==> src/rtl/errcmp_pkg.sv <==
package errcmp_pkg;

    // Bit 1 of the encoding is the flag, bit 0 is the pending bit.
    typedef enum logic [1:0] {
        CH_QUIET   = 2'b00,
        CH_REARMED = 2'b01,
        CH_ACKED   = 2'b10,
        CH_MATCHED = 2'b11
    } ch_state_e;

    localparam int NUM_CH     = 2;
    localparam int BIT_STRIDE = 8;

    localparam int A_STATUS   = 0;
    localparam int A_PEND     = 1;
    localparam int A_THR_BASE = 2;
    localparam int A_CNT_BASE = 4;
    localparam int A_CTRL     = 6;

endpackage

==> src/rtl/errcmp_counter.sv <==
module errcmp_counter #(
    parameter int CNT_W = 16
) (
    input  logic             clk_i,
    input  logic             rst_ni,
    input  logic             evt_i,
    input  logic             hold_i,
    input  logic             clr_i,
    input  logic [CNT_W-1:0] thr_i,
    output logic [CNT_W-1:0] cnt_o,
    output logic             match_o
);
    logic [CNT_W-1:0] cnt_q;
    logic [CNT_W-1:0] cnt_nxt;
    logic             accept;
    logic             at_thr;

    assign accept  = evt_i && !hold_i && !clr_i;
    assign at_thr  = (cnt_q == thr_i);
    assign cnt_nxt = at_thr ? cnt_q : cnt_q + CNT_W'(1);
    assign match_o = accept && (cnt_nxt == thr_i);
    assign cnt_o   = cnt_q;

    always_ff @(posedge clk_i or negedge rst_ni) begin
        if (!rst_ni) begin
            cnt_q <= '0;
        end else if (clr_i) begin
            cnt_q <= '0;
        end else if (accept) begin
            cnt_q <= cnt_nxt;
        end
    end

    AST_FROZEN_WHEN_FLAGGED: assert property (@(posedge clk_i) disable iff (!rst_ni)
        (hold_i && !clr_i) |=> $stable(cnt_q));
    AST_CLEAR_ZEROES: assert property (@(posedge clk_i) disable iff (!rst_ni)
        clr_i |=> (cnt_q == '0));

endmodule

==> src/rtl/errcmp_fsm.sv <==
module errcmp_fsm
    import errcmp_pkg::*;
(
    input  logic clk_i,
    input  logic rst_ni,
    input  logic match_i,
    input  logic clr_flag_i,
    input  logic clr_pend_i,
    output logic flag_o,
    output logic pend_o
);
    ch_state_e state_q;
    ch_state_e state_d;

    always_comb begin
        state_d = state_q;
        unique case (state_q)
            CH_QUIET: begin
                if (match_i) state_d = CH_MATCHED;
            end
            CH_MATCHED: begin
                if (match_i)                      state_d = CH_MATCHED;
                else if (clr_flag_i && clr_pend_i) state_d = CH_QUIET;
                else if (clr_flag_i)              state_d = CH_REARMED;
                else if (clr_pend_i)              state_d = CH_ACKED;
            end
            CH_REARMED: begin
                if (match_i)         state_d = CH_MATCHED;
                else if (clr_pend_i) state_d = CH_QUIET;
            end
            CH_ACKED: begin
                if (match_i)         state_d = CH_MATCHED;
                else if (clr_flag_i) state_d = CH_QUIET;
            end
            default: state_d = CH_QUIET;
        endcase
    end

    always_ff @(posedge clk_i or negedge rst_ni) begin
        if (!rst_ni) state_q <= CH_QUIET;
        else         state_q <= state_d;
    end

    always_comb begin
        flag_o = 1'b0;
        pend_o = 1'b0;
        unique case (state_q)
            CH_QUIET:   begin flag_o = 1'b0; pend_o = 1'b0; end
            CH_REARMED: begin flag_o = 1'b0; pend_o = 1'b1; end
            CH_ACKED:   begin flag_o = 1'b1; pend_o = 1'b0; end
            CH_MATCHED: begin flag_o = 1'b1; pend_o = 1'b1; end
            default:    begin flag_o = 1'b0; pend_o = 1'b0; end
        endcase
    end

    AST_MATCH_RAISES: assert property (@(posedge clk_i) disable iff (!rst_ni)
        match_i |=> (flag_o && pend_o));
    AST_FLAG_HOLDS: assert property (@(posedge clk_i) disable iff (!rst_ni)
        (flag_o && !clr_flag_i) |=> flag_o);
    AST_PEND_HOLDS: assert property (@(posedge clk_i) disable iff (!rst_ni)
        (pend_o && !clr_pend_i) |=> pend_o);
    AST_MATCH_BEATS_CLEAR: assert property (@(posedge clk_i) disable iff (!rst_ni)
        (match_i && clr_pend_i) |=> pend_o);

endmodule

==> src/rtl/errcmp_ctl.sv <==
module errcmp_ctl
    import errcmp_pkg::*;
#(
    parameter int CNT_W  = 16,
    parameter int ADDR_W = 4,
    parameter int DATA_W = 32
) (
    input  logic              clk_i,
    input  logic              rst_ni,
    input  logic              ce_err_i,
    input  logic              wb_drop_i,
    input  logic [ADDR_W-1:0] reg_addr_i,
    input  logic              reg_we_i,
    input  logic [DATA_W-1:0] reg_wdata_i,
    output logic [DATA_W-1:0] reg_rdata_o,
    output logic              ce_irq_o,
    output logic              wb_drop_irq_o
);
    localparam logic [ADDR_W-1:0] ADR_STATUS = ADDR_W'(A_STATUS);
    localparam logic [ADDR_W-1:0] ADR_PEND   = ADDR_W'(A_PEND);
    localparam logic [ADDR_W-1:0] ADR_CTRL   = ADDR_W'(A_CTRL);

    logic [NUM_CH-1:0] evt;
    logic [NUM_CH-1:0] flag;
    logic [NUM_CH-1:0] pend;
    logic [CNT_W-1:0]  thr_q [NUM_CH];
    logic [CNT_W-1:0]  cnt   [NUM_CH];
    logic [DATA_W-1:0] status_mask;
    logic              wdata_unused;

    assign evt          = {wb_drop_i, ce_err_i};
    assign wdata_unused = ^reg_wdata_i;

    for (genvar ch = 0; ch < NUM_CH; ch++) begin : g_ch
        localparam int                BITPOS   = ch * BIT_STRIDE;
        localparam logic [ADDR_W-1:0] ADR_THR  = ADDR_W'(A_THR_BASE + ch);

        logic clr_flag;
        logic clr_pend;
        logic clr_cnt;
        logic match;

        assign clr_flag = reg_we_i && (reg_addr_i == ADR_STATUS) && reg_wdata_i[BITPOS];
        assign clr_pend = reg_we_i && (reg_addr_i == ADR_PEND)   && reg_wdata_i[BITPOS];
        assign clr_cnt  = reg_we_i && (reg_addr_i == ADR_CTRL)   && reg_wdata_i[BITPOS];

        always_ff @(posedge clk_i or negedge rst_ni) begin
            if (!rst_ni) begin
                thr_q[ch] <= '0;
            end else if (reg_we_i && (reg_addr_i == ADR_THR)) begin
                thr_q[ch] <= reg_wdata_i[CNT_W-1:0];
            end
        end

        errcmp_counter #(.CNT_W(CNT_W)) u_cnt (
            .clk_i   (clk_i),
            .rst_ni  (rst_ni),
            .evt_i   (evt[ch]),
            .hold_i  (flag[ch]),
            .clr_i   (clr_cnt),
            .thr_i   (thr_q[ch]),
            .cnt_o   (cnt[ch]),
            .match_o (match)
        );

        errcmp_fsm u_fsm (
            .clk_i      (clk_i),
            .rst_ni     (rst_ni),
            .match_i    (match),
            .clr_flag_i (clr_flag),
            .clr_pend_i (clr_pend),
            .flag_o     (flag[ch]),
            .pend_o     (pend[ch])
        );
    end

    always_comb begin
        status_mask = '0;
        for (int c = 0; c < NUM_CH; c++) status_mask[c*BIT_STRIDE] = 1'b1;
    end

    always_comb begin
        reg_rdata_o = '0;
        if (reg_addr_i == ADR_STATUS) begin
            for (int c = 0; c < NUM_CH; c++) reg_rdata_o[c*BIT_STRIDE] = flag[c];
        end else if (reg_addr_i == ADR_PEND) begin
            for (int c = 0; c < NUM_CH; c++) reg_rdata_o[c*BIT_STRIDE] = pend[c];
        end else begin
            for (int c = 0; c < NUM_CH; c++) begin
                if (reg_addr_i == ADDR_W'(A_THR_BASE + c)) reg_rdata_o = DATA_W'(thr_q[c]);
                if (reg_addr_i == ADDR_W'(A_CNT_BASE + c)) reg_rdata_o = DATA_W'(cnt[c]);
            end
        end
    end

    assign ce_irq_o      = pend[0];
    assign wb_drop_irq_o = pend[1];

    AST_RSVD_READ_ZERO: assert property (@(posedge clk_i) disable iff (!rst_ni)
        (reg_addr_i == ADR_STATUS) |-> ((reg_rdata_o & ~status_mask) == '0));

endmodule

==> config.mk <==
export PLATFORM = sky130hd
export DESIGN_NAME = errcmp_ctl
export DESIGN_NICKNAME = d
export VERILOG_FILES = /design/src/rtl/errcmp_pkg.sv /design/src/rtl/errcmp_counter.sv /design/src/rtl/errcmp_fsm.sv /design/src/rtl/errcmp_ctl.sv
export SDC_FILE = /design/constraint.sdc
export NUM_CORES = 1
export LEC_CHECK = 0
export ABC_AREA = 0
export BUFFER_PORTS_ARGS = -buffer_cell sky130_fd_sc_hd__buf_2
export CAP_MARGIN = 5
export CORE_UTILIZATION = 55
export CTS_BUF_LIST = sky130_fd_sc_hd__clkbuf_8 sky130_fd_sc_hd__clkbuf_16
export CTS_CLUSTER_SIZE = 16
export DETAILED_ROUTE_END_ITERATION = 12
export PLACE_DENSITY = 0.77
export SLEW_MARGIN = 20
export SYNTH_ARGS = -nofsm -noshare
export SYNTH_HDL_FRONTEND = slang
export SYNTH_HIERARCHICAL = 1
export SYNTH_SLANG_ARGS = --single-unit
export TNS_END_PERCENT = 20
==> constraint.sdc <==
create_clock -name clk_i -period 7.45 [get_ports clk_i]
set_input_delay 0.745 -clock clk_i [delete_from_list [all_inputs] [get_ports clk_i]]
set_output_delay 0.745 -clock clk_i [all_outputs]
set_load 0.05 [all_outputs]
Word-level counts from Yosys, hierarchy flattened
Cells that the tools add are included.
{ "word_totals": {"memories": 0, "latch_bits": 0, "output_inout_bits": 34, "mem_bits_rw": 0, "elab_cells": 112, "reg_bits": 68, "mem_bits_ro": 0, "input_bits": 41} }
{ "op_classes": {"n_reduce_logical": 38, "order_cmp": 0, "shifts": 0, "n_div": 0, "multipliers": 0, "addsub": 2, "eq_ne": 24, "n_mux": 42, "n_bitwise": 0} }
{ "op_table": {"columns": ["cell", "count"], "rows": [
  ["16-bit 2-to-1 mux", 7],
  ["32-bit 2-to-1 mux", 3],
  ["16-bit == test", 4],
  ["23-bit 2-to-1 mux", 2],
  ["2-bit 2-to-1 mux", 18],
  ["16-bit by 1-bit adder with 16-bit output (second input constant)", 2],
  ["1-bit logical AND", 19],
  ["2-bit case mux with 4 select lines", 2],
  ["2-bit OR reduction", 8],
  ["7-bit 2-to-1 mux", 2],
  ["4-bit by 3-bit == test with 1-bit output (second input constant)", 3],
  ["3-bit by 2-bit inequality test with 1-bit output (second input constant)", 4],
  ["5-bit by 2-bit inequality test with 1-bit output (second input constant)", 2],
  ["2-bit == test (second input constant)", 4],
  ["4-bit by 2-bit == test with 1-bit output (second input constant)", 2],
  ["1-bit case mux with 2 select lines", 4],
  ["4-bit AND reduction", 2],
  ["2-bit by 1-bit == test with 1-bit output (second input constant)", 2],
  ["4-bit by 1-bit == test with 1-bit output (second input constant)", 1],
  ["1-bit logical NOT", 4],
  ["2-bit logical NOT", 2],
  ["4-bit logical NOT", 1],
  ["1-bit 2-to-1 mux", 4],
  ["2-bit inequality test (second input constant)", 2],
  ["2-bit nonzero test", 2]
]} }

Depth between registers and ports, before layout
Gate-level depths: netlist of run 1.
{ "logic_depth": {"depth_word": 9, "ltp_mapped": 13} }

Modules after synthesis
The synthesis of run 1 kept the hierarchy.
{ "by_module_without_submodules": {"columns": ["module", "cells_each", "area_each_um2", "instances"], "rows": [
  ["errcmp_counter", 157, 1333.8, 2],
  ["errcmp_ctl", 211, 2182.1, 1],
  ["errcmp_fsm", 24, 250.2, 2]
]} }

Worst setup path after synthesis of run 1
OpenSTA, ideal clock, no wires.
{ "synth_timing": {"kind": "input port to output port", "start": "input reg_addr_i[2]", "end": "output reg_rdata_o[0]", "stages": 4, "t_arrival_ns": 2.910, "slack_ns": 3.795, "cell_sequence": "buf_4 -> nand2b_1 -> a2bb2oi_1 -> o41ai_1"} }
{ "synth_via": {"elab_chain_len": 7, "elab_cells_between_ends": 12, "cone_classes": "5 x eq/ne; 6 x mux; 1 x reduce/logical"} }
{ "synth_rtl": {"columns": ["item", "line_no", "source"], "rows": [
  ["start, declared", "errcmp_ctl.sv:12", "input logic [ADDR_W-1:0] reg_addr_i,"],
  ["4-bit by 2-bit == test with 1-bit output", "errcmp_ctl.sv:90", "if (reg_addr_i == ADDR_W'(A_THR_BASE + c)) reg_rdata_o = DATA_W'(thr_q[c]);"],
  ["16-bit 2-to-1 mux", "errcmp_ctl.sv:90", null],
  ["32-bit 2-to-1 mux", "errcmp_ctl.sv:91", "if (reg_addr_i == ADDR_W'(A_CNT_BASE + c)) reg_rdata_o = DATA_W'(cnt[c]);"],
  ["32-bit 2-to-1 mux", "errcmp_ctl.sv:90", null],
  ["32-bit 2-to-1 mux", "errcmp_ctl.sv:91", null],
  ["1-bit 2-to-1 mux", "errcmp_ctl.sv:86", "end else if (reg_addr_i == ADR_PEND) begin"],
  ["1-bit 2-to-1 mux *", "errcmp_ctl.sv:84", "if (reg_addr_i == ADR_STATUS) begin"],
  ["end, declared", "errcmp_ctl.sv:15", "output logic [DATA_W-1:0] reg_rdata_o,"]
]} }
Mark *: on every way between the ends. The rest lies on a longest branch, timed or not.

Worst setup path in the final report of run 1
{ "layout_timing": {"start": "input reg_addr_i[0]", "end": "output reg_rdata_o[0]"} }
The elaborated chain is that of the path after synthesis.

==> results.md, run 1 <==
- RSZ-0062 raised after global routing: false
- Worst Setup Path Type: primary input to output pin
- Setup TNS: 0 ps
- Startpoint Class: primary input
- Max VDD drop: 0.186 mV
- Post-synth EDFFs: 0
- DRC violations left: 0
- Worst-Skew Late Latency: 350 ps
- GRT Resource Usage Total: 26.6%
- Worst-case clock skew: 11.1 ps
- Number of global-route vias before repair: 4076
- Initial DRC count: 333
- Multi-input logic area: 3330 um^2
- Drt total wl: 12.9 mm
- Register area: 1700 um^2
- Die Ht: 101 um
- Peak Freq: 286 MHz
- Total CTS buffers: 9
- Slew margin rel.: 34.2%
- Max clock buf depth: 2
- Yosys reg bits: 68
- Synth Instances: 573
- Avg WL per Cell: 17.6 um
- Ports: 75
- Grt ovf: 0
- Root Driver: clkbuf_8
- Row count: 35
- Post-synthesis cell area: 5350 um^2
- Finished Core Util: 61.3%
- Period minus WS final: 3490 ps
- Worst endpoint data arrival time: 2750 ps
- Post_cts resized: 0
- Syn avg cell area: 9.34 um^2
- Primary FF master, synth: dfrtp_1
- Starting Density: 57.4%
- Reg clk slew, reported paths: 80 ps
- CTS Sinks: 68
- Nets: 649
- CTS tree: built
- DRT antenna net count: 0
- Pin count of the biggest net entering global routing: 69
- Final period utilization: 46.9%
- Seq/Total Area, Yosys: 31.8%
- DP Area: 5480 um^2
- Die area: 10100 um^2
- H-Tree Depth: 3
- Area Overhead vs Synth: 6.83%
- Via density: 5.90
- First-pass GRT wire length: 20.9 mm
- Slew Limit Fails: 0
- Asr flop ratio synth: 100%
- DRT Pass-1 Iters: 5
- Diode count: 0
- Maxcap violations: 0
- GPL Wtd Cong: 0.858
- Yosys warns: 6
- Die W: 101 um
- Layout cell share with drive strength beyond 1: 22.6%
- Leakage: 0.00242 uW
- CP Data Required Time: 6700 ps
- Fill count: 775
- Floorplan core area: 9330 um^2
- Hold bufs inserted after CTS: 0
- Outcome: finished, final reports clean
- Hold Crit Class: register to register
- Design area: 5720 um^2
- IO Port Bufs: 42
- Initial antenna violation count: 0
- Pwr/cell area: 282 nW/um^2
- DR vias: 4308
- Endpoints failing setup: 0
- CP Capture Type: output pin
- Final Hold Fails: 0
- Detailed Place HPWL: 9.24 mm
- Setup bufs post-CTS: 0
- Synth unique cells: 64
- Worst-margin pin slew: 987 ps
- CP max FO: 33
sequential cells by signal, summed over array words and instances (netlist names):
| register | cells |
|---|---|
| g_ch.u_fsm/state_q | 4 |
| g_ch.u_cnt/cnt_o | 32 |
| thr_q | 32 |
power breakdown:
group          total, uW  internal [uW]  switching [uW]  leakage, uW
Sequential           552            447             105     0.000872
Combinational        700            318             382      0.00144
Clock                361            207             153     0.000112
Yosys cell counts, types with 7 or more instances:
| cell | n | area, um^2 |
|---|---|---|
| a2bb2oi_1 | 15 | 131 |
| nand2_1 | 35 | 131 |
| nor2_1 | 82 | 308 |
| dfrtp_1 | 68 | 1700 |
| buf_4 | 19 | 143 |
| nand2b_1 | 8 | 50.1 |
| buf_2 | 12 | 60.1 |
| mux2i_1 | 7 | 70.1 |
| inv_1 | 13 | 48.8 |
| mux2_2 | 14 | 158 |
| mux2_4 | 20 | 300 |
| o21ai_0 | 16 | 80.1 |
| o21ai_1 | 12 | 60.1 |
| xor2_1 | 16 | 140 |
| nand4_1 | 8 | 50.1 |
| nand3_1 | 9 | 45.0 |
| nor4_1 | 9 | 56.3 |
| a21oi_1 | 9 | 45.0 |
| nor3_1 | 15 | 75.1 |
| ha_1 | 12 | 150 |
| clkbuf_1 | 9 | 33.8 |
| xnor2_1 | 66 | 578 |
routing by layer:
layer  track usage (%)  share of wire [%]  vias up
li1                  -                  -     1995
met3              3.19                5.8       22
met4              9.48                1.8        0
met5                 0                  0        -
met1              37.7                 46     2120
met2              42.0                 46      171
final timing paths:
path	start	slack (ps)	cells past startpoint	endpoint
hold reg to reg	thr_q[7]$_DFFE_PN0P_	560	1	thr_q[7]$_DFFE_PN0P_
min in group asynchronous	rst_ni	580	2	g_ch[0].u_fsm/state_q[0]$_DFFE_PN0P_
setup / recovery	reg_addr_i[0]	3960	5	reg_rdata_o[0]
max in group asynchronous	rst_ni	6280	2	g_ch[1].u_cnt/cnt_o[5]$_DFFE_PN0P_
hold / removal	thr_q[7]$_DFFE_PN0P_	560	1	thr_q[7]$_DFFE_PN0P_
setup reg to reg	g_ch[1].u_cnt/cnt_o[6]$_DFFE_PN0P_	4170	11	g_ch[1].u_fsm/state_q[1]$_DFFE_PN0P_
cell usage in the layout, fill, tap and decap left out, types with 5 or more instances in the layout:
cell type,instances
a211oi_1,5
nor2_1,82
o21ai_1,12
nor4_1,9
a21oi_1,9
inv_1,13
buf_2,42
nor3b_1,5
a2bb2oi_1,15
xor2_1,16
mux2_4,20
mux2i_1,7
ha_1,12
xnor2_1,66
clkbuf_8,11
o21ai_0,16
nand4_1,8
and3_1,6
nand3_1,9
mux2_2,14
nor3_1,15
nand2b_1,8
conb_1,16
nand2_1,35
dfrtp_1,68
through the flow:
| stage | total power (uW) | cells | worst slack [ps] | hold WS [ps] |
|---|---|---|---|---|
| floorplan | 1110 | 588 | 3790 | 449 |
| global placement | 1220 | 714 | 4040 | 537 |
| detailed placement | 1240 | 714 | 4040 | 536 |
| CTS | 1610 | 730 | 4020 | 562 |
| global route | 1700 | 730 | 3850 | 579 |
| finish | 1610 | 730 | 3960 | 561 |
kinds of logic after synthesis:
family                   count (synthesis)  synth area share [%]
buffers and inverters                   63                  7.04
AO/OA/AOI/OAI                           92                  13.5
other                                    1                0.0701
multiplexers                            41                  9.87
flip-flops                              68                  31.8
XOR/XNOR                                82                  13.4
AND/OR/NAND/NOR                        214                  21.5
adder cells (fa/ha/maj)                 12                  2.81
worst max-delay path, cell delays in order:
cell and delay (ps):
buf_2 300, nor3b_2 800, a2bb2oi_1 150, o41ai_1 400, buf_2 340
cell type report:
type,instances,share of cell area [%]
sequential,68,29.8
timing repair buffer,45,4.07
multi-input combinational,457,58.2
tap,129,2.82
clock inverter,5,1.47
clock buffer,11,2.65
inverter,15,0.985
Note: power is estimated with default switching activity, not from simulation.
==> inputs of run 2 (changes only) <==
--- a/config.mk
+++ b/config.mk
@@ -8,11 +8,11 @@
 export ABC_AREA = 0
 export BUFFER_PORTS_ARGS = -buffer_cell sky130_fd_sc_hd__buf_2
 export CAP_MARGIN = 5
-export CORE_UTILIZATION = 55
+export CORE_UTILIZATION = 53
 export CTS_BUF_LIST = sky130_fd_sc_hd__clkbuf_8 sky130_fd_sc_hd__clkbuf_16
 export CTS_CLUSTER_SIZE = 16
 export DETAILED_ROUTE_END_ITERATION = 12
-export PLACE_DENSITY = 0.77
+export PLACE_DENSITY = 0.78
 export SLEW_MARGIN = 20
 export SYNTH_ARGS = -nofsm -noshare
 export SYNTH_HDL_FRONTEND = slang
==> constraint.sdc (replaced) <==
create_clock -name clk_i -period 2.9 [get_ports clk_i]
set_input_delay 0.29 -clock clk_i [delete_from_list [all_inputs] [get_ports clk_i]]
set_output_delay 0.29 -clock clk_i [all_outputs]
set_load 0.05 [all_outputs]
==> run 2 against run 1 <==
Cell area increased by 7.3%. Total power increased to 2.6 times the previous value. Clock power increased by 96%. Sequential power increased to 2.5 times the previous value. Critical path depth increased by 8. Flip-flop and latch count unchanged. Via count increased by 4.5%. Combinational power increased to 2.9 times the previous value. Non-clock buffer count increased by 48. Hold slack got worse by 380 ps. Setup slack got worse by 3800 ps. Global-route usage increased by 1.1 points.
==> results.md, run 2 (synthesis gave the netlist of run 1 again) <==
- CP Data Required Time: 3170 ps (was 6700 ps)
- Routing usage on met1: 37.3% (was 37.7%)
- DRT Pass-1 Iters: 5 (unchanged)
- Starting Density: 54.7% (was 57.4%)
- Worst-margin pin slew: 611 ps (was 987 ps)
- First-pass GRT wire length: 21.9 mm (was 20.9 mm)
- Die area: 10500 um^2 (was 10100 um^2)
- Fill count: 813 (was 775)
- Initial antenna violation count: 0 (unchanged)
- Final Hold Fails: 0 (unchanged)
- Nets: 697 (was 649)
- Most common cell after layout, fill and taps aside: nor2_1 (unchanged)
- Diode count: 0 (unchanged)
- Worst-Skew Late Latency: 360 ps (was 350 ps)
- Design area: 6130 um^2 (was 5720 um^2)
- Leakage: 0.00270 uW (was 0.00242 uW)
- Outcome: finished, final reports clean (unchanged)
- Maxcap violations: 0 (unchanged)
- Peak Freq: 360 MHz
- IO Port Bufs: 42 (unchanged)
- Total CTS buffers: 9 (unchanged)
- Hold Crit Class: primary input to register (was register to register)
- Hold slack: 181 ps (was 561 ps)
- CTS tree: built (unchanged)
- Endpoints failing setup: 0 (unchanged)
- Area Overhead vs Synth: 14.6% (was 6.83%)
- Pin count of the biggest net entering global routing: 28 (was 69)
- Startpoint Class: register (was primary input)
- Worst-case clock skew: 7.77 ps (was 11.1 ps)
- Grt ovf: 0 (unchanged)
- Initial DRC count: 251 (was 333)
- Via density: 5.76 (was 5.90)
- Finished Layout Cells: 781 (was 730)
- Avg WL per Cell: 17.5 um (was 17.6 um)
- Root Driver: clkbuf_8 (unchanged)
- H-Tree Depth: 3 (unchanged)
- CP max FO: 5 (was 33)
- Ports: 75 (unchanged)
- GRT Resource Usage Total: 27.7% (was 26.6%)
- Reg2reg start: g_ch[0].u_cnt/cnt_o[0]$_DFFE_PN0P_ (was g_ch[1].u_cnt/cnt_o[6]$_DFFE_PN0P_)
- GRT busiest layer: met2 (unchanged)
- CTS Sinks: 68 (unchanged)
- Die Ht: 102 um (was 101 um)
- Max clock buf depth: 2 (unchanged)
- Worst Setup Path Type: register to register (was primary input to output pin)
- DP Area: 5820 um^2 (was 5480 um^2)
- CP Capture Type: register (was output pin)
- Slew Limit Fails: 0 (unchanged)
- GPL Wtd Cong: 0.918 (was 0.858)
- Layout cell share with drive strength beyond 1: 30.6% (was 22.6%)
- Number of global-route vias before repair: 4371 (was 4076)
- Period minus WS final: 2780 ps
- Beginning of the critical path: g_ch[0].u_cnt/cnt_o[0]$_DFFE_PN0P_ (was reg_addr_i[0])
- Die W: 102 um (was 101 um)
- Reg clk slew, reported paths: 70 ps (was 80 ps)
- Setup TNS: 0 ps (unchanged)
- Detailed Place HPWL: 10.3 mm (was 9.24 mm)
- Worst endpoint data arrival time: 3050 ps (was 2750 ps)
- Max VDD drop: 0.465 mV (was 0.186 mV)
- Floorplan core area: 9770 um^2 (was 9330 um^2)
- Final period utilization: 95.9%
- Multi-input logic area: 3440 um^2 (was 3330 um^2)
- Register area: 1700 um^2 (about the same)
- Most frequent cells in the layout: nor2_1, dfrtp_1, xnor2_1, buf_4, buf_2 (was nor2_1, dfrtp_1, xnor2_1, buf_2, nand2_1)
- DR vias: 4501 (was 4308)
- GR Util met3: 4.79% (was 3.19%)
- Pwr/cell area: 678 nW/um^2 (was 282 nW/um^2)
- Met2 usage in global routing: 45.1% (was 42.0%)
- Inst Count DP: 762 (was 714)
- Row count: 36 (was 35)
- DRC violations left: 0 (unchanged)
- Slew margin rel.: 59.3% (was 34.2%)
- Worst Min Path Start: reg_wdata_i[15] (was thr_q[7]$_DFFE_PN0P_)
- Drt total wl: 13.7 mm (was 12.9 mm)
- DRT antenna net count: 0 (unchanged)
[run 2: cell count changes in the layout (fill, tap and decap cells not counted), moves of 2 or more]
cell	previous run	this run
xnor2_2	0	11
and3_4	0	2
xnor2_1	66	55
and3_1	6	3
o21ai_1	12	16
bufinv_16	2	0
inv_1	13	16
buf_4	3	50
o21ai_0	16	12
[run 2: final timing paths]
path | end | slack, ps | depth (start not counted)
max in group asynchronous | g_ch[0].u_cnt/cnt_o[0]$_DFFE_PN0P_ | 1740 | 3
min in group asynchronous | g_ch[1].u_cnt/cnt_o[10]$_DFFE_PN0P_ | 400 | 2
worst max-delay path | g_ch[0].u_fsm/state_q[1]$_DFFE_PN0P_ | 120 | 13
worst max register to register | g_ch[0].u_fsm/state_q[1]$_DFFE_PN0P_ | 120 | 13
worst min-delay path | thr_q[15]$_DFFE_PN0P_ | 180 | 2
worst min register to register | thr_q[16]$_DFFE_PN0P_ | 570 | 1
[run 2: report_power, final]
part | total [uW] | switching [uW] | leakage (uW) | internal [uW]
clock | 708 | 364 | 0.0000952 | 343
sequential | 1400 | 249 | 0.000871 | 1150
combinational | 2050 | 1080 | 0.00173 | 970
[run 2: stage by stage]
step,worst slack (ps),power (uW),utilization [%]
2_1_floorplan,269,2870,-
3_3_place_gp,186,3250,59.6
3_5_place_dp,84.4,3350,59.6
4_1_cts,56.3,4070,61.4
5_1_grt,-16.7,4390,62.7
6_report,119,4160,62.7
[run 2: per-layer routing]
| metal | vias to the layer above | part of all wire, % |
|---|---|---|
| met2 | 180 | 48 |
| met3 | 22 | 5.6 |
| met4 | 0 | 1.7 |
| li1 | 2099 | - |
| met1 | 2200 | 45 |
| met5 | - | 0 |
[run 2: layout make-up]
cell class	instances	share of cell area (%)
Inverter	15	0.918
Multi-Input combinational cell	457	56.1
Sequential cell	68	27.8
Tap cell	133	2.71
Clock buffer	11	2.47
Timing Repair Buffer	93	9.71
Clock inverter	4	0.306
[run 2: repair_timing]
item,in CTS,in global routing
resized for setup,0,24
endpoints found under the hold margin,17,0
setup buffers,0,3
endpoints found under the setup margin,0,4
hold buffers,1,0
[run 2: critical path, stage by stage, from the launching register on]
cell	delay (ps)
dfrtp_2	430
buf_4	140
xnor2_1	230
nand4_1	150
or3_4	440
o21ai_1	170
xnor2_1	130
o2111ai_1	140
a211oi_2	160
buf_4	180
nor2_1	70
o21ai_2	70
o21ai_2	90
a221oi_2	270
==> inputs of run 3 (changes only) <==
--- a/config.mk
+++ b/config.mk
@@ -6,7 +6,7 @@
 export NUM_CORES = 1
 export LEC_CHECK = 0
 export ABC_AREA = 0
-export BUFFER_PORTS_ARGS = -buffer_cell sky130_fd_sc_hd__buf_2
+export BUFFER_PORTS_ARGS = -buffer_cell sky130_fd_sc_hd__buf_4
 export CAP_MARGIN = 5
 export CORE_UTILIZATION = 53
 export CTS_BUF_LIST = sky130_fd_sc_hd__clkbuf_8 sky130_fd_sc_hd__clkbuf_16
==> run 3 against run 2 <==
Cell area rose by 1.1%. Count of clock-buffer cells in the layout fell by 2. Flip-flop and latch count did not move. Core utilization rose by 0.72 points. Sequential share of layout area is 0.33 points lower. Global-route usage down 0.85 points. Clock skew is essentially flat. Maximum frequency decreased by 2.1%. Via count down 0.96%. Routed wire length up 0.76%. Critical endpoint is now g_ch[1].u_fsm/state_q[0]$_DFFE_PN0P_. Highest routed layer unchanged.
==> results.md, run 3 (synthesis gave the netlist of run 1 again) <==
- Beginning of the critical path: g_ch[1].u_cnt/cnt_o[3]$_DFFE_PN0P_ (was g_ch[0].u_cnt/cnt_o[0]$_DFFE_PN0P_)
- Hold bufs inserted after CTS: 0 (was 1)
- Detailed Place HPWL: 9.99 mm (was 10.3 mm)
- CP Data Required Time: 3170 ps (about the same)
- IO Port Bufs: 42 (unchanged)
- Root Driver: clkbuf_8 (unchanged)
- GRT Resource Usage Total: 26.8% (was 27.7%)
- Leakage: 0.00268 uW (was 0.00270 uW)
- Ports: 75 (unchanged)
- Via density: 5.77 (was 5.76)
- CP Buf/Inv Count: 3 (was 2)
- Max clock buf depth: 2 (unchanged)
- Worst-case clock skew: 7.75 ps (was 7.77 ps)
- Final worst slack: 58.4 ps (was 119 ps)
- Die Ht: 102 um (unchanged)
- Worst Setup Path Type: register to register (unchanged)
- Period minus WS final: 2840 ps (was 2780 ps)
- Avg WL per Cell: 17.8 um (was 17.5 um)
- Outcome: finished, final reports clean (unchanged)
- Setup Slack @ Placement: -43.4 ps (was 84.4 ps)
- Total power: 4240 uW (was 4160 uW)
- Slew Limit Fails: 0 (unchanged)
- Slew margin rel.: 40.1% (was 59.3%)
- Floorplan core area: 9770 um^2 (unchanged)
- Endpoints failing setup: 0 (unchanged)
- Worst endpoint data arrival time: 3110 ps (was 3050 ps)
- Most frequent cells in the layout: buf_4, nor2_1, dfrtp_1, xnor2_1, nand2_1 (was nor2_1, dfrtp_1, xnor2_1, buf_4, buf_2)
- CTS Sinks: 68 (unchanged)
- Starting Density: 54.7% (unchanged)
- CP Capture Type: register (unchanged)
- Maxcap violations: 0 (unchanged)
- Layout cell share with drive strength beyond 1: 30.5% (was 30.6%)
- Slowest cell on crit path: dfrtp_1 (was or3_4)
- Peak Freq: 352 MHz (was 360 MHz)
- Crit path cell chain: buf_4, and4_1, nand4_2, or2_1, nor4_1, a31oi_2, a211oi_2, buf_4, buf_4, o21a_1, a211oi_2, mux2i_1 (was buf_4, xnor2_1, nand4_1, or3_4, o21ai_1, xnor2_1, o2111ai_1, a211oi_2, buf_4, nor2_1, o21ai_2, o21ai_2, a221oi_2)
- Max VDD drop: 0.494 mV (was 0.465 mV)
- DRT Pass-1 Iters: 5 (unchanged)
- Most used cell, CP: buf_4
- DRC violations left: 0 (unchanged)
- Final period utilization: 98.0% (was 95.9%)
- CP top delay family: simple AND/OR/NAND/NOR gates (was compound AO/OA/AOI/OAI gates)
- Initial antenna violation count: 0 (unchanged)
- Area Overhead vs Synth: 15.9% (was 14.6%)
- Startpoint Class: register (unchanged)
- Pin count of the biggest net entering global routing: 69 (was 28)
- DRT antenna net count: 0 (unchanged)
- Worst-margin pin slew: 899 ps (was 611 ps)
- Die W: 102 um (unchanged)
- Row count: 36 (unchanged)
- Reg clk slew, reported paths: 80 ps (was 70 ps)
- Nets: 688 (was 697)
- Hold Crit Class: primary input to asynchronous set/reset pin (was primary input to register)
- Reg2reg setup slack: 60 ps (was 120 ps)
- Drt total wl: 13.8 mm (was 13.7 mm)
- Final Hold Fails: 0 (unchanged)
- Most common cell after layout, fill and taps aside: buf_4 (was nor2_1)
- Total CTS buffers: 9 (unchanged)
- DR vias: 4458 (was 4501)
- H-Tree Depth: 3 (unchanged)
- Reg2reg start: g_ch[1].u_cnt/cnt_o[3]$_DFFE_PN0P_ (was g_ch[0].u_cnt/cnt_o[0]$_DFFE_PN0P_)
- GPL Wtd Cong: 0.954 (was 0.918)
- Max stage delay on crit path: 400 ps (was 440 ps)
- Number of global-route vias before repair: 4179 (was 4371)
- Worst-Skew Late Latency: 360 ps (about the same)
- Die area: 10500 um^2 (unchanged)
- CP max FO: 6 (was 5)
- First-pass GRT wire length: 21.4 mm (was 21.9 mm)
- Pwr/cell area: 684 nW/um^2 (was 678 nW/um^2)
- CTS tree: built (unchanged)
- Initial DRC count: 321 (was 251)
- Diode count: 0 (unchanged)
- RSZ-0062 raised after global routing: true
- Grt ovf: 0 (unchanged)
run 3: stage by stage:
step	instance area [um^2]	TNS [ps]	utilization, %	cells	hold WS [ps]
6_report	6200	0	63.5	773	33.0
5_1_grt	6200	-97.4	63.5	773	125
2_1_floorplan	5410	0	-	588	-5.59
3_3_place_gp	5870	0	60.0	754	463
3_5_place_dp	5870	-102	60.0	754	471
4_1_cts	6070	-41.9	62.1	771	74.5
run 3: worst paths after layout:
check / endpoint / cells after the start
max: g_ch[1].u_fsm/state_q[0]$_DFFE_PN0P_ / 12
min: g_ch[1].u_cnt/cnt_o[9]$_DFFE_PN0P_ / 1
max reg2reg: g_ch[1].u_fsm/state_q[0]$_DFFE_PN0P_ / 12
min reg2reg: thr_q[25]$_DFFE_PN0P_ / 1
max in group asynchronous: thr_q[30]$_DFFE_PN0P_ / 1
min in group clk_i: thr_q[7]$_DFFE_PN0P_ / 2
run 3: area by class of cell:
class                      count  area [um^2]
timing repair buffer          84          631
tap                          133          166
fill                         790         3570
clock buffer                   9          124
inverter                      15         56.3
clock inverter                 7         67.6
multi-input combinational    457         3460
sequential                    68         1700
run 3: layer usage:
layer / routed length, um / vias to the layer above / global-route usage, % / part of all wire, %
met5: 0 / - / 0 / 0
li1: - / 2083 / - / -
met4: 309 / 0 / 9.01 / 2.2
met1: 6300 / 2186 / 37.2 / 46
met3: 628 / 29 / 3.63 / 4.6
met2: 6530 / 160 / 43.1 / 47
run 3: power breakdown:
| group | switching (uW) | internal, uW | total, uW |
|---|---|---|---|
| Clock | 398 | 392 | 790 |
| Sequential | 228 | 1150 | 1380 |
| Combinational | 1100 | 975 | 2070 |
| Total | 1720 | 2520 | 4240 |
run 3: timing repair:
action / CTS / global route
setup endpoints to repair: 3 / 4
pin swaps: 1 / 2
resized for setup: 1 / 22
setup buffers: 1 / 2
